==> config.mk <==
export PLATFORM = sky130hd
export DESIGN_NAME = sync_burst_reader
export DESIGN_NICKNAME = d
export VERILOG_FILES = /design/src/rtl/sbr_pkg.sv /design/src/rtl/sbr_cfg_clamp.sv /design/src/rtl/sbr_clkgen.sv /design/src/rtl/sbr_beatctl.sv /design/src/rtl/sbr_turnctl.sv /design/src/rtl/sync_burst_reader.sv
export SDC_FILE = /design/constraint.sdc
export NUM_CORES = 1
export LEC_CHECK = 0
export ABC_AREA = 1
export BUFFER_PORTS_ARGS = -buffer_cell sky130_fd_sc_hd__buf_2
export CELL_PAD_IN_SITES_DETAIL_PLACEMENT = 0
export CELL_PAD_IN_SITES_GLOBAL_PLACEMENT = 1
export CORE_ASPECT_RATIO = 0.7
export CORE_MARGIN = 3
export CORE_UTILIZATION = 40
export CTS_CLUSTER_DIAMETER = 80
export DETAILED_ROUTE_END_ITERATION = 6
export PLACE_DENSITY = 0.91
export SYNTH_ARGS = -nofsm -noshare
export SYNTH_HDL_FRONTEND = slang
export SYNTH_HIERARCHICAL = 1
export SYNTH_SLANG_ARGS = --single-unit
==> constraint.sdc <==
create_clock -name clk -period 7.4 [get_ports clk]
set_input_delay 0.74 -clock clk [delete_from_list [all_inputs] [get_ports clk]]
set_output_delay 0.74 -clock clk [all_outputs]
set_load 0.01 [all_outputs]
==> src/rtl/sbr_pkg.sv <==
package sbr_pkg;

  typedef enum logic [1:0] {
    ST_IDLE  = 2'd0,
    ST_BURST = 2'd1,
    ST_TURN  = 2'd2
  } sbr_state_e;

endpackage

==> src/rtl/sbr_cfg_clamp.sv <==
module sbr_cfg_clamp #(
  parameter int IN_W  = 5,
  parameter int OUT_W = 5,
  parameter int LO    = 2,
  parameter int HI    = 16
) (
  input  logic [IN_W-1:0]  raw,
  output logic [OUT_W-1:0] val
);

  localparam logic [IN_W-1:0] LO_IN = IN_W'(LO);
  localparam logic [IN_W-1:0] HI_IN = IN_W'(HI);

  always_comb begin
    if (raw < LO_IN) begin
      val = OUT_W'(LO);
    end else if (raw > HI_IN) begin
      val = OUT_W'(HI);
    end else begin
      val = OUT_W'(raw);
    end
  end

endmodule

==> src/rtl/sbr_clkgen.sv <==
module sbr_clkgen #(
  parameter int DV_W = 5
) (
  input  logic            clk,
  input  logic            rst_n,
  input  logic            start,
  input  logic            halt,
  input  logic [DV_W-1:0] div,
  output logic            mem_clk,
  output logic            rise_next,
  output logic            first_period_end
);

  logic [DV_W-1:0] div_q, div_d;
  logic [DV_W-1:0] hi_q, hi_d;
  logic [DV_W-1:0] cnt_q, cnt_d;
  logic            on_q, on_d;
  logic            clk_q, clk_d;
  logic            wrap;

  assign wrap             = (cnt_q == (div_q - DV_W'(1)));
  assign rise_next        = on_q & wrap;
  assign first_period_end = on_q & (cnt_q == (hi_q - DV_W'(1)));
  assign mem_clk          = clk_q;

  always_comb begin
    div_d = div_q;
    hi_d  = hi_q;
    cnt_d = cnt_q;
    on_d  = on_q;
    clk_d = clk_q;
    if (start) begin
      div_d = div;
      hi_d  = div >> 1;
      cnt_d = div >> 1;
      on_d  = 1'b1;
      clk_d = 1'b0;
    end else if (on_q) begin
      if (halt) begin
        on_d  = 1'b0;
        clk_d = 1'b0;
      end else begin
        cnt_d = wrap ? '0 : (cnt_q + DV_W'(1));
        clk_d = (cnt_d < hi_q);
      end
    end
  end

  always_ff @(posedge clk or negedge rst_n) begin
    if (!rst_n) begin
      div_q <= '0;
      hi_q  <= '0;
      cnt_q <= '0;
      on_q  <= 1'b0;
      clk_q <= 1'b0;
    end else begin
      div_q <= div_d;
      hi_q  <= hi_d;
      cnt_q <= cnt_d;
      on_q  <= on_d;
      clk_q <= clk_d;
    end
  end

endmodule

==> src/rtl/sbr_beatctl.sv <==
module sbr_beatctl #(
  parameter int LT_W  = 5,
  parameter int LEN_W = 8
) (
  input  logic             clk,
  input  logic             rst_n,
  input  logic             start,
  input  logic [LT_W-1:0]  lat,
  input  logic [LEN_W-1:0] len,
  input  logic             rise_next,
  input  logic             mem_wait,
  output logic             capture,
  output logic             last
);

  logic [LT_W-1:0]  lat_left_q, lat_left_d;
  logic [LEN_W-1:0] beats_q, beats_d;
  logic             in_data;

  assign in_data = (lat_left_q == '0);
  assign capture = rise_next & in_data & ~mem_wait;
  assign last    = capture & (beats_q <= LEN_W'(1));

  always_comb begin
    lat_left_d = lat_left_q;
    beats_d    = beats_q;
    if (start) begin
      lat_left_d = lat;
      beats_d    = len;
    end else if (rise_next) begin
      if (!in_data) begin
        lat_left_d = lat_left_q - LT_W'(1);
      end else if (capture && (beats_q != '0)) begin
        beats_d = beats_q - LEN_W'(1);
      end
    end
  end

  always_ff @(posedge clk or negedge rst_n) begin
    if (!rst_n) begin
      lat_left_q <= '0;
      beats_q    <= '0;
    end else begin
      lat_left_q <= lat_left_d;
      beats_q    <= beats_d;
    end
  end

endmodule

==> src/rtl/sbr_turnctl.sv <==
module sbr_turnctl #(
  parameter int TURN_W = 4
) (
  input  logic              clk,
  input  logic              rst_n,
  input  logic              load,
  input  logic [TURN_W-1:0] turn,
  input  logic              arm,
  input  logic              run,
  output logic              turn_zero,
  output logic              expire
);

  logic [TURN_W-1:0] turn_q, turn_d;
  logic [TURN_W-1:0] rem_q, rem_d;

  assign turn_zero = (turn_q == '0);
  assign expire    = (rem_q == TURN_W'(1));

  always_comb begin
    turn_d = turn_q;
    rem_d  = rem_q;
    if (load) begin
      turn_d = turn;
    end
    if (arm) begin
      rem_d = turn_q;
    end else if (run && (rem_q != '0)) begin
      rem_d = rem_q - TURN_W'(1);
    end
  end

  always_ff @(posedge clk or negedge rst_n) begin
    if (!rst_n) begin
      turn_q <= '0;
      rem_q  <= '0;
    end else begin
      turn_q <= turn_d;
      rem_q  <= rem_d;
    end
  end

endmodule

==> src/rtl/sync_burst_reader.sv <==
module sync_burst_reader #(
  parameter int ADDR_W  = 26,
  parameter int DATA_W  = 16,
  parameter int LEN_W   = 8,
  parameter int DIV_W   = 5,
  parameter int LAT_W   = 5,
  parameter int TURN_W  = 4,
  parameter int DIV_MIN = 2,
  parameter int DIV_MAX = 16,
  parameter int LAT_MIN = 2,
  parameter int LAT_MAX = 17
) (
  input  logic              clk,
  input  logic              rst_n,
  input  logic              req_valid,
  output logic              req_ready,
  input  logic [ADDR_W-1:0] req_addr,
  input  logic [LEN_W-1:0]  req_len,
  input  logic [DIV_W-1:0]  cfg_div,
  input  logic [LAT_W-1:0]  cfg_lat,
  input  logic [TURN_W-1:0] cfg_turn,
  output logic              mem_clk,
  output logic [ADDR_W-1:0] mem_addr,
  output logic              mem_cs_n,
  output logic              mem_adv_n,
  output logic              mem_oe_n,
  input  logic              mem_wait,
  input  logic [DATA_W-1:0] mem_data,
  output logic              rd_valid,
  output logic [DATA_W-1:0] rd_data
);

  import sbr_pkg::*;

  localparam int DV_W = $clog2(DIV_MAX + 1);
  localparam int LT_W = $clog2(LAT_MAX + 1);

  // reset: asserted at once, released through two flops
  logic [1:0] rst_sync_q;
  logic       rst_i_n;

  always_ff @(posedge clk or negedge rst_n) begin
    if (!rst_n) begin
      rst_sync_q <= 2'b00;
    end else begin
      rst_sync_q <= {rst_sync_q[0], 1'b1};
    end
  end

  assign rst_i_n = rst_sync_q[1];

  // clamped configuration
  logic [DV_W-1:0] div_c;
  logic [LT_W-1:0] lat_c;

  sbr_cfg_clamp #(.IN_W(DIV_W), .OUT_W(DV_W), .LO(DIV_MIN), .HI(DIV_MAX)) u_div_clamp (
    .raw (cfg_div),
    .val (div_c)
  );

  sbr_cfg_clamp #(.IN_W(LAT_W), .OUT_W(LT_W), .LO(LAT_MIN), .HI(LAT_MAX)) u_lat_clamp (
    .raw (cfg_lat),
    .val (lat_c)
  );

  // control state
  sbr_state_e        state_q, state_d;
  logic              cs_n_q, cs_n_d;
  logic              oe_n_q, oe_n_d;
  logic              adv_n_q, adv_n_d;
  logic [ADDR_W-1:0] addr_q, addr_d;
  logic              vld_q, vld_d;
  logic [DATA_W-1:0] data_q, data_d;

  logic accept;
  logic rise_next, first_period_end;
  logic capture, last;
  logic turn_zero, expire;

  assign req_ready = (state_q == ST_IDLE) & rst_i_n;
  assign accept    = req_valid & req_ready;

  sbr_clkgen #(.DV_W(DV_W)) u_clkgen (
    .clk              (clk),
    .rst_n            (rst_i_n),
    .start            (accept),
    .halt             (last),
    .div              (div_c),
    .mem_clk          (mem_clk),
    .rise_next        (rise_next),
    .first_period_end (first_period_end)
  );

  sbr_beatctl #(.LT_W(LT_W), .LEN_W(LEN_W)) u_beatctl (
    .clk       (clk),
    .rst_n     (rst_i_n),
    .start     (accept),
    .lat       (lat_c),
    .len       (req_len),
    .rise_next (rise_next),
    .mem_wait  (mem_wait),
    .capture   (capture),
    .last      (last)
  );

  sbr_turnctl #(.TURN_W(TURN_W)) u_turnctl (
    .clk       (clk),
    .rst_n     (rst_i_n),
    .load      (accept),
    .turn      (cfg_turn),
    .arm       (last),
    .run       (state_q == ST_TURN),
    .turn_zero (turn_zero),
    .expire    (expire)
  );

  always_comb begin
    state_d = state_q;
    cs_n_d  = cs_n_q;
    oe_n_d  = oe_n_q;
    adv_n_d = adv_n_q;
    addr_d  = addr_q;
    unique case (state_q)
      ST_IDLE: begin
        if (accept) begin
          state_d = ST_BURST;
          cs_n_d  = 1'b0;
          oe_n_d  = 1'b0;
          adv_n_d = 1'b0;
          addr_d  = req_addr;
        end
      end
      ST_BURST: begin
        if (first_period_end) begin
          adv_n_d = 1'b1;
        end
        if (last) begin
          cs_n_d  = 1'b1;
          oe_n_d  = 1'b1;
          adv_n_d = 1'b1;
          state_d = turn_zero ? ST_IDLE : ST_TURN;
        end
      end
      ST_TURN: begin
        if (expire) begin
          state_d = ST_IDLE;
        end
      end
      default: begin
        state_d = ST_IDLE;
      end
    endcase
  end

  always_comb begin
    vld_d  = capture;
    data_d = capture ? mem_data : data_q;
  end

  always_ff @(posedge clk or negedge rst_i_n) begin
    if (!rst_i_n) begin
      state_q <= ST_IDLE;
      cs_n_q  <= 1'b1;
      oe_n_q  <= 1'b1;
      adv_n_q <= 1'b1;
      addr_q  <= '0;
      vld_q   <= 1'b0;
      data_q  <= '0;
    end else begin
      state_q <= state_d;
      cs_n_q  <= cs_n_d;
      oe_n_q  <= oe_n_d;
      adv_n_q <= adv_n_d;
      addr_q  <= addr_d;
      vld_q   <= vld_d;
      data_q  <= data_d;
    end
  end

  assign mem_cs_n  = cs_n_q;
  assign mem_oe_n  = oe_n_q;
  assign mem_adv_n = adv_n_q;
  assign mem_addr  = addr_q;
  assign rd_valid  = vld_q;
  assign rd_data   = data_q;

endmodule

Yosys cells after proc, flatten, opt, wreduce, memory -nomap -nowiden
Index checks and enable logic that the tools add are counted. Widths: inputs -> output; s select.

Bitwise operators: 8. $add $sub $neg: 6. Equal/unequal tests: 11. Muxes and demuxes: 34. Reductions and logical operators: 20. Order comparisons: 6.

Operators by type and width (count): $mux 5 (11); $mux 8 (4); $reduce_and 3->1 (4); $reduce_bool 2->1 (6); $eq 5x5->1 (2); $gt 5x5->1 const B (2); $lt 5x2->1 const B (2); $mux 1 (10); $ne 2x2->1 const B (5); $sub 5x1->5 const B (2); $le 8x1->1 const B (1); $mux 2 (4); $mux 4 (2); $reduce_bool 8->1 (1); $sub 8x1->8 const B (1); $and 1x1->1 (7); $pmux 2 s3 (1); $reduce_and 2->1 (3); $add 5x1->5 const B (1); $logic_not 5->1 (1); $lt 5x4->1 (1); $sub 4x1->5 const B (1); $eq 4x1->1 const B (1); $logic_not 4->1 (1); 9 further kinds (11).

Flip-flop bits (word level): 86. Output and inout port bits: 48.

Logic depth before layout (Yosys ltp)
Gate-level depths: netlist of run 1.

Word-level depth: 10. Mapped depth: 19. Depth with buffers taken out: 19.

Hierarchy
The synthesis of run 1 kept the hierarchy.

Modules (own cells, without submodules): sync_burst_reader (instances 1, area each 1901.8 um2, cells an instance 179); sbr_beatctl (instances 1, area each 924.6 um2, cells an instance 135); sbr_clkgen (instances 1, area each 900.9 um2, cells an instance 130); sbr_turnctl (instances 1, area each 435.4 um2, cells an instance 50); sbr_cfg_clamp (u_lat_clamp) (instances 1, area each 58.8 um2, cells an instance 14); sbr_cfg_clamp (u_div_clamp) (instances 1, area each 57.6 um2, cells an instance 13).

Worst setup path before layout of run 1
Ideal clock, no wire load.

Path type: register -> register. Start: reg rst_sync_q[1]. End: reg u_beatctl.beats_q[0]. Clock period less this slack: 3652 ps. Arrival: 3522 ps. Data required time: 7270 ps. Buffers on the path: 2. Path slack: 3748 ps. Stages on the path, launching flop included: 10. Path through: dfrtp_1 -> inv_1 -> nor3_4 -> nand2_2 -> clkinv_2 -> buf_4 -> clkbuf_1 -> o21ai_0 -> nand2_1 -> o21ai_0.

Word-level cells in the longest chain between the ends: 4. Elaborated cells on any way between the ends: 7. Classes of those cells: 1 x mux; 2 x bitwise; 4 x reduce/logical.

Ends and longest elaborated chain: start: declaration (RTL line sync_burst_reader.sv:39) `logic [1:0] rst_sync_q;`; start signal: assignment (RTL line sync_burst_reader.sv:46) `rst_sync_q <= {rst_sync_q[0], 1'b1};`; $and 1x1->1 (*) (RTL line sync_burst_reader.sv:80) `assign req_ready = (state_q == ST_IDLE) & rst_i_n;`; named net req_ready (RTL line sync_burst_reader.sv:16) `output logic req_ready,`; $and 1x1->1 (*) (RTL line sync_burst_reader.sv:81) `assign accept = req_valid & req_ready;`; named net accept (RTL line sync_burst_reader.sv:75) `logic accept;`; $reduce_bool 2->1 (no line); $reduce_and 3->1 (no line); end signal: assignment (RTL line sbr_beatctl.sv:45) `beats_q <= beats_d;`; end: declaration (RTL line sbr_beatctl.sv:17) `logic [LEN_W-1:0] beats_q, beats_d;`.

Mark *: on every way through the listed nets, which the timed path passes. The rest lies on a longest branch. A chain may end at the register's enable or synchronous reset.

Worst setup path in the final report of run 1
Start: reg rst_sync_q[1]. End: reg u_beatctl.beats_q[6].

Word-level cells in the longest chain between the ends: 4. Elaborated cells on any way between the ends: 7. Classes of those cells: 1 x mux; 2 x bitwise; 4 x reduce/logical.

Ends and longest elaborated chain (RTL line): $and 1x1->1 (*) (sync_burst_reader.sv:80); $and 1x1->1 (*) (sync_burst_reader.sv:81); $reduce_bool 2->1 (no line); $reduce_and 3->1 (no line).

Every way passes the cells marked *; elsewhere a longest branch is shown, timed or not.

==> results of run 1 <==
-- sequential cells by signal (all words and copies together) (netlist names), 4 cells and up --
signal	cells
mem_addr	26
u_beatctl/beats_q	8
u_clkgen/div_q	5
u_beatctl/lat_left_q	5
u_turnctl/rem_q	4
rd_data	16
u_turnctl/turn_q	4
u_clkgen/cnt_q	5
-- worst max-delay path, stage by stage, from the launching register on --
cell and delay, ps:
dfrtp_4 1110, inv_1 220, nor3_4 190, nand2_2 350
clkinv_2 700, inv_1 440, or2_2 390, nand3_1 80
nand2_1 50
-- report_power, final --
| group | internal [mW] | switching (mW) | total (mW) | leakage (nW) |
|---|---|---|---|---|
| Combinational | 0.375 | 0.554 | 0.928 | 1.72 |
| Clock | 0.231 | 0.189 | 0.420 | 0.126 |
| Sequential | 0.625 | 0.146 | 0.771 | 1.03 |
| Total | 1.23 | 0.889 | 2.12 | 2.88 |
-- final timing paths --
check                                  endpoint  slack (ps)          start  cells after the start
min reg2reg                       rst_sync_q[1]         360  rst_sync_q[0]                      0
min                               rst_sync_q[0]         180          rst_n                      1
max reg2reg                u_beatctl/beats_q[6]        3670  rst_sync_q[1]                      8
min in group clk                  rst_sync_q[1]         360  rst_sync_q[0]                      0
max in group asynchronous           rd_data[12]        6230  rst_sync_q[1]                      0
max                        u_beatctl/beats_q[6]        3670  rst_sync_q[1]                      8
-- cell type report --
cell class / instances / area, um2
fill: 976 / 4858
sequential: 82 / 2058
multi-input combinational: 366 / 1911
timing repair buffer: 115 / 575.6
clock buffer: 10 / 229.0
inverter: 58 / 219.0
tap: 128 / 160.2
clock inverter: 6 / 48.80
-- cells by family (layout without fill, tap and decap cells) --
group	after synthesis	count (layout)	share of synthesized area, %
AOI/OAI and AO/OA	47	47	6.199
xor gates and xnor gates	6	6	1.228
adders and majority gates	13	13	3.801
buffers and inverters	73	189	7.339
DFF	82	82	48.01
muxes	20	20	5.263
other	1	1	0.08764
and+or+nand+nor	279	279	28.07
-- routing by layer --
layer	share of wire, %	up-vias	wire [um]	global-route usage, %
met1	48	1718	4833	23.99
met3	6.8	9	684	4.957
met5	0	-	0	0
li1	-	1858	-	-
met4	0.88	0	89	4.498
met2	45	102	4511	26.11
-- cell usage in the layout (no fill, tap or decap), types with 8 or more instances in the layout --
| cell | n |
|---|---|
| nand2_1 | 191 |
| buf_2 | 115 |
| dfrtp_1 | 79 |
| inv_1 | 52 |
| nor2_1 | 31 |
| nand3_1 | 27 |
| o21ai_0 | 25 |
| mux2_2 | 20 |
| ha_1 | 13 |
| clkbuf_16 | 9 |
| a21oi_1 | 8 |
-- per-stage QoR --
stage / setup slack, ps / hold WS [ps] / utilization [%] / cell area, um2 / power [mW]
floorplan: 3748 / 331.2 / - / 4279 / 1.429
global placement: 3729 / 335.6 / 48.94 / 4923 / 1.670
detailed placement: 3611 / 341.0 / 48.94 / 4923 / 1.701
finish: 3670 / 184.9 / 51.70 / 5201 / 2.120
CTS: 3612 / 174.8 / 51.70 / 5201 / 2.135
global route: 3208 / 174.3 / 51.70 / 5201 / 2.308
==> results.yml, run 1 <==
route:
  num_vias: 3687
  wl_per_cell_um: 13.23
  drt_wl_total_um: 10120
  final_antenna_net_count: 0
  drc: 0
  dr.pass1.iters: 4
  post_drt_via_cell_ratio: 4.820
  dr.first_iter.drc_count: 243
critical_path:
  crit_fanout: 81
  cp.arrival_ps: 3950
  required_ps: 7620
  critPathLaunchType: "flop"
  crit_path_end_kind: "flop"
  critPathKind: "reg -> reg"
placed_design:
  dpl.hpwl_um: 7258
  placedCellCount: 749
  place_congestion: 0.8443
  io_buffers: 115
timing:
  finalCritPeriodShare_pct: 50.41
  finalHoldViolations: 0
  rsz0062_at_grt: "no"
  tns_ps: 0
  worst_pin_slew_ps: 1035
  setup-violations-final: 0
  drv_slew: 0
  fmax_mhz: 268.1
  fin_skew_ps: 8.530
  slew_headroom_pct: 30.99
  fin_crit_ps: 3730
clocking:
  post_cts_buffers: 0
  clkSinkCount: 82
  clk_latency_ps: 330
  htree_levels: 3
  cts_buffer_depth: 2
  cts_tree: "built"
  cts_buffers: 9
  post_cts_resize_count: 0
  ctsHoldBuffers: 0
  clk_pin_slew_ps: 60
  root_buffer: "clkbuf_16"
yosys:
  synth_warnings: 6
  synth_top_area_share_pct: 46.78
  ys_types: 39
  synth.cell_area_um2: 4279
  synthFlopType: "dfrtp_1"
  avgSynthCellArea_um2: 8.213
  synth_common_cells: "191 x nand2_1, 80 x dfrtp_1, 52 x inv_1"
  synth.most_common_cell: "nand2_1"
  synth_nets: 602
  synth_edf_count: 0
  async_flop_share_pct: 100.0
  ys_top_cells_by_area: "dfrtp_1 47%, nand2_1 17%, mux2_2 5.3%, inv_1 4.6%, ha_1 3.8%"
  syn_inst: 521
  seq_area_frac_synth_pct: 48.01
  synth-seq-cells: 82
  yosys.area.top_type: "dfrtp_1"
die:
  die_area_um2: 11990
  pin_count: 116
  initial_core_util_pct: 42.54
  num_rows: 30
  coreArea_um2: 10060
  die_w_um: 129.6
  chipHeight_um: 92.54
grt:
  grt_max_degree: 82
  antenna_found_initial: 0
  first_global_vias: 3604
  grt_usage_pct: 17.15
  grt_overflow: 0
  grt_pass1_wl_um: 16720
cells_and_area:
  fin_nets: 713
  drive_above_1_share_pct: 28.26
  final_cells: 765
  syn_to_final_growth_pct: 21.55
  diodes: 0
job:
  maxCapViolations: 0
pwr:
  p_leak_nw: 2.879
  ir_drop_mv: 0.1689
  p_per_area_nw_per_um2: 407.5
status:
  outcome: "finished, final reports clean"
hold_path:
  hp-class: "in -> async"
(Power assumes the default switching activity.)
==> inputs of run 2 (changes only) <==
Settings changed: CORE_UTILIZATION 40 to 38, PLACE_DENSITY 0.91 to 0.87.
Clock period 7.4 ns to 3.88 ns, I/O delays scaled along.
==> run 2 against run 1 <==
Sequential power is 88% higher. Final cell count is 3.1% higher. Critical path type unchanged. Fmax is 31% higher. Global-route usage is 0.40 points lower. Largest power group unchanged.
==> results.yml, run 2 (synthesis gave the netlist of run 1 again) <==
status:
  outcome: "finished, final reports clean"
timing:
  hold-worst-slack_ps: 245.7
  setup-violations-final: 0
  rsz0062_at_grt: "no"
  worst_pin_slew_ps: 994.6
  fin_crit_ps: 2858
  tns_ps: 0
  finalCritPeriodShare_pct: 73.65
  slew_headroom_pct: 33.69
  drv_slew: 0
  fin_skew_ps: 8.847
  finalHoldViolations: 0
  fmax_mhz: 350.0
cells_and_area:
  final_common_cell: "nand2_1"
  multi_input_area_um2: 1911
  syn_to_final_growth_pct: 23.36
  largest_register_ffs: 26
  drive_above_1_share_pct: 28.39
  diodes: 0
  fin_nets: 717
  nFillCells: 1005
  seqCellArea_um2: 2058
  layout_common_cells: "191 x nand2_1, 115 x buf_2, 79 x dfrtp_1"
critical_path:
  crit_path_max_incr_delay_ps: 400
  required_ps: 4080
  slowest_stage: "dfrtp_1"
  critPathKind: "reg -> reg"
  cp.arrival_ps: 3060
  crit_path_cell_trace: "inv_1, ha_1, nand2_1, nand2_1, nor2_1, nand2_1, nor2_2, nand2_2, nor2_1, nand2_1, nor2_4, o2111a_1, or2_2, nor2_1, inv_1, o221ai_1"
  crit_fanout: 11
  cpMostUsedCell: "nand2_1"
  rrSetupSlack_ps: 1020
  cp_num_buf_inv: 2
  critical_path.top_delay_family: "simple AND/OR/NAND/NOR gates"
  r2r_start: "u_clkgen/div_q[1]"
  crit_path_end_kind: "flop"
  r2r_end: "u_clkgen/cnt_q[1]"
  critPathLaunchType: "flop"
  r2r_cells: 16
job:
  maxCapViolations: 0
grt:
  first_global_vias: 3622
  antenna_found_initial: 0
  grt_overflow: 0
  grt_pass1_wl_um: 17090
  grt_usage_pct: 16.75
  grt_max_degree: 81
route:
  num_vias: 3703
  wl_per_cell_um: 13.00
  post_drt_via_cell_ratio: 4.693
  drc: 0
  drt_wl_total_um: 10260
  final_antenna_net_count: 0
  dr.first_iter.drc_count: 193
  dr.pass1.iters: 4
clocking:
  ctsHoldBuffers: 1
  post_cts_buffers: 0
  root_buffer: "clkbuf_16"
  cts_tree: "built"
  clk_pin_slew_ps: 60
  cts_buffer_depth: 2
  clkSinkCount: 82
  post_cts_resize_count: 0
  htree_levels: 3
  cts_buffers: 9
  clk_latency_ps: 340
die:
  pin_count: 116
  chipHeight_um: 94.79
  die_area_um2: 12590
  num_rows: 31
  die_w_um: 132.8
  coreArea_um2: 10670
  initial_core_util_pct: 40.12
hold_path:
  min_from: "req_addr[18]"
  min_delay_path_depth: 3
  hold_end: "mem_addr[18]"
  hp-class: "in -> reg"
pwr:
  p_per_area_nw_per_um2: 775.3
  p_leak_nw: 2.916
  ir_drop_mv: 0.4072
placed_design:
  io_buffers: 115
  dpl.hpwl_um: 7594
  place_congestion: 0.8652
run 2: how the worst max path moves through the flow:
stage | startpoint | endpoint | slack, ps | depth (start not counted)
after floorplan | rst_sync_q[1] | u_beatctl/beats_q[0] | 230 | 9
after global placement | u_clkgen/div_q[1] | u_clkgen/cnt_q[3] | 1160 | 16
after detailed placement | u_clkgen/div_q[1] | u_clkgen/cnt_q[3] | 1020 | 16
after CTS | u_clkgen/div_q[1] | u_clkgen/cnt_q[3] | 1010 | 16
after global routing | u_clkgen/div_q[1] | u_clkgen/mem_clk | 620 | 19
final | u_clkgen/div_q[1] | u_clkgen/cnt_q[1] | 1020 | 16
run 2: final cells by class:
class,count,share of cell area [%]
Inverter,58,4.148
Multi-Input combinational cell,366,36.19
Clock inverter,4,0.9718
Timing Repair Buffer,119,11.52
Clock buffer,12,4.669
Sequential cell,82,38.99
Tap cell,148,3.508
run 2: through the flow:
step / std cells / setup slack [ps] / utilization, % / power [mW] / area [um2]
2_1_floorplan: 521 / 228.0 / - / 2.726 / 4279
3_3_place_gp: 772 / 1162 / 46.60 / 3.194 / 4971
3_5_place_dp: 772 / 1021 / 46.60 / 3.241 / 4971
4_1_cts: 789 / 1006 / 49.49 / 4.128 / 5279
5_1_grt: 789 / 620.7 / 49.49 / 4.472 / 5279
6_report: 789 / 1022 / 49.49 / 4.093 / 5279
run 2: routing by layer:
layer	GRT usage (%)	share of wire, %
met3	7.029	9.2
met2	24.49	43
met4	5.796	1.3
met1	22.38	47
met5	0	0
run 2: worst register-to-register path, stage by stage, from the launching register on:
cell	delay [ps]
dfrtp_1	400
inv_1	160
ha_1	270
nand2_1	70
nand2_1	50
nor2_1	80
nand2_1	70
nor2_2	90
nand2_2	100
nor2_1	240
nand2_1	140
nor2_4	120
o2111a_1	400
or2_2	190
nor2_1	40
inv_1	170
o221ai_1	150
run 2: power breakdown:
part / internal (mW) / switching, mW / total [mW]
Sequential: 1.19 / 0.257 / 1.45
Combinational: 0.715 / 1.07 / 1.79
Clock: 0.518 / 0.340 / 0.858
==> inputs of run 3 (changes only) <==
Settings changed: CORE_UTILIZATION 38 to 35, PLACE_DENSITY 0.87 to 0.85.
Clock period 3.88 ns to 2.3 ns, I/O delays scaled along.
==> run 3 against run 2 <==
First-iteration DRC count decreased by 7.3%. Combinational power increased by 84%. Utilization decreased by 3.1 points. Global-route usage decreased by 2.0 points. Via count increased by 1.5%. Clock skew increased by 2.5 ps. Sequential power increased by 68%. Critical path type unchanged. Sequential share of layout area decreased by 1.4 points.
==> results.yml, run 3 (synthesis gave the netlist of run 1 again) <==
status:
  outcome: "finished, final reports clean"
clocking:
  clk_pin_slew_ps: 70
  cts_tree: "built"
  htree_levels: 3
  root_buffer: "clkbuf_16"
  cts_buffers: 9
  clkSinkCount: 82
  clk_latency_ps: 340
  cts_buffer_depth: 2
cells_and_area:
  drive_above_1_share_pct: 33.54
  nFillCells: 1164
  design_area_um2: 5477
  largest_register_ffs: 26
  diodes: 0
  layout_common_cells: "188 x nand2_1, 115 x buf_2, 79 x dfrtp_1"
  final_cells: 813
  fin_nets: 732
  fin_util_pct: 46.38
  final_common_cell: "nand2_1"
  syn_to_final_growth_pct: 27.98
route:
  drc: 0
  wl_per_cell_um: 12.45
  wl_met1_um: 4846
  dr.max_layer_used: "met4"
  post_drt_via_cell_ratio: 4.621
  dr.first_iter.drc_count: 179
  num_vias: 3757
  final_antenna_net_count: 0
  dr.pass1.iters: 4
  wl_met3_um: 780
  drt_wl_total_um: 10120
  wl_met2_um: 4396
timing:
  worst_pin_slew_ps: 1020
  fin_skew_ps: 11.37
  fin_crit_ps: 2254
  worst_slack_ps: 45.50
  hold-worst-slack_ps: 75.16
  tns_ps: 0
  rsz0062_at_grt: "yes"
  fmax_mhz: 443.6
  slew_headroom_pct: 32.01
  drv_slew: 0
  finalCritPeriodShare_pct: 98.02
  setup-violations-final: 0
  finalHoldViolations: 0
die:
  pin_count: 116
  initial_core_util_pct: 36.24
  die_w_um: 138.2
  chipHeight_um: 98.51
  die_area_um2: 13610
  num_rows: 33
  coreArea_um2: 11810
job:
  maxCapViolations: 0
critical_path:
  required_ps: 2550
  cp.arrival_ps: 2510
  critPathLaunchType: "flop"
  slowest_stage: "dfrtp_1"
  crit_path_max_incr_delay_ps: 390
  critical_path.top_delay_family: "simple AND/OR/NAND/NOR gates"
  crit_path_end_kind: "flop"
  crit_fanout: 6
  crit_path_cell_trace: "inv_2, ha_4, nand2_1, nor2_1, nand2_1, nand2_1, nor2_2, nand2_2, nor2_4, nand2_2, nor2_4, o2111a_2, or2_4, nor2_4, inv_4, buf_6, o221ai_2"
  cp_num_buf_inv: 3
  critPathKind: "reg -> reg"
placed_design:
  pre_cts_slack_ps: 3.487
  place_area_um2: 5074
  dpl.hpwl_um: 7323
  place_congestion: 0.8334
  io_buffers: 115
  placedCellCount: 792
grt:
  grt_overflow: 0
  antenna_found_initial: 0
  grt_max_degree: 81
  first_global_vias: 3711
  grt_usage_pct: 14.78
  grt_pass1_wl_um: 16770
hold_path:
  hp-class: "in -> reg"
pwr:
  p_total_mw: 7.078
  ir_drop_mv: 0.5110
  p_per_area_nw_per_um2: 1292
  p_leak_nw: 2.980
-- run 3: final cells by class --
class / instances / area (um2) / area share, %
clock buffer: 9 / 225.2 / 4.112
clock inverter: 7 / 55.05 / 1.005
inverter: 58 / 224.0 / 4.090
multi-input combinational: 366 / 1989 / 36.33
sequential: 82 / 2058 / 37.58
tap: 157 / 196.4 / 3.587
timing repair buffer: 134 / 728.2 / 13.30
-- run 3: final timing paths --
kind / slack [ps] / start / cells after the start / endpoint
worst min-delay path: 80 / req_addr[12] / 3 / mem_addr[12]
worst max-delay path: 50 / u_clkgen/div_q[1] / 17 / u_clkgen/cnt_q[1]
worst min register to register: 350 / rst_sync_q[0] / 0 / rst_sync_q[1]
max in group asynchronous: 1030 / rst_sync_q[1] / 1 / rd_data[11]
min in group asynchronous: 210 / rst_n / 2 / rst_sync_q[1]
worst max register to register: 50 / u_clkgen/div_q[1] / 17 / u_clkgen/cnt_q[1]
-- run 3: report_power, final --
| group | internal (mW) | total, mW | switching, mW |
|---|---|---|---|
| clock | 0.736 | 1.34 | 0.605 |
| sequential | 2.01 | 2.44 | 0.428 |
| combinational | 1.40 | 3.30 | 1.90 |
| total | 4.14 | 7.08 | 2.94 |
-- run 3: timing repair --
| item | 4_1_cts | 5_1_grt |
|---|---|---|
| setup endpoints to repair | 1 | 39 |
| hold buffers | 1 | 0 |
| buffers inserted | 1 | 3 |
| gates resized for setup | 2 | 25 |
| endpoints found under the hold margin | 2 | 0 |
| pin swaps | 0 | 5 |
-- run 3: worst reg2reg max path: stages, from the launching register on --
cell      delay (ps)
dfrtp_1          390
inv_2            110
ha_4             140
nand2_1           80
nor2_1           140
nand2_1           60
nand2_1           70
nor2_2            40
nand2_2           90
nor2_4            40
nand2_2           80
nor2_4            40
o2111a_2         140
or2_4            280
nor2_4           130
inv_4             60
buf_6            110
o221ai_2         150
-- run 3: layer usage --
layer  track usage (%)  vias to the layer above
li1                  -                     1905
met1             19.83                     1729
met2             23.01                      114
met3             5.626                        9
met4             3.189                        0
met5                 0                        -
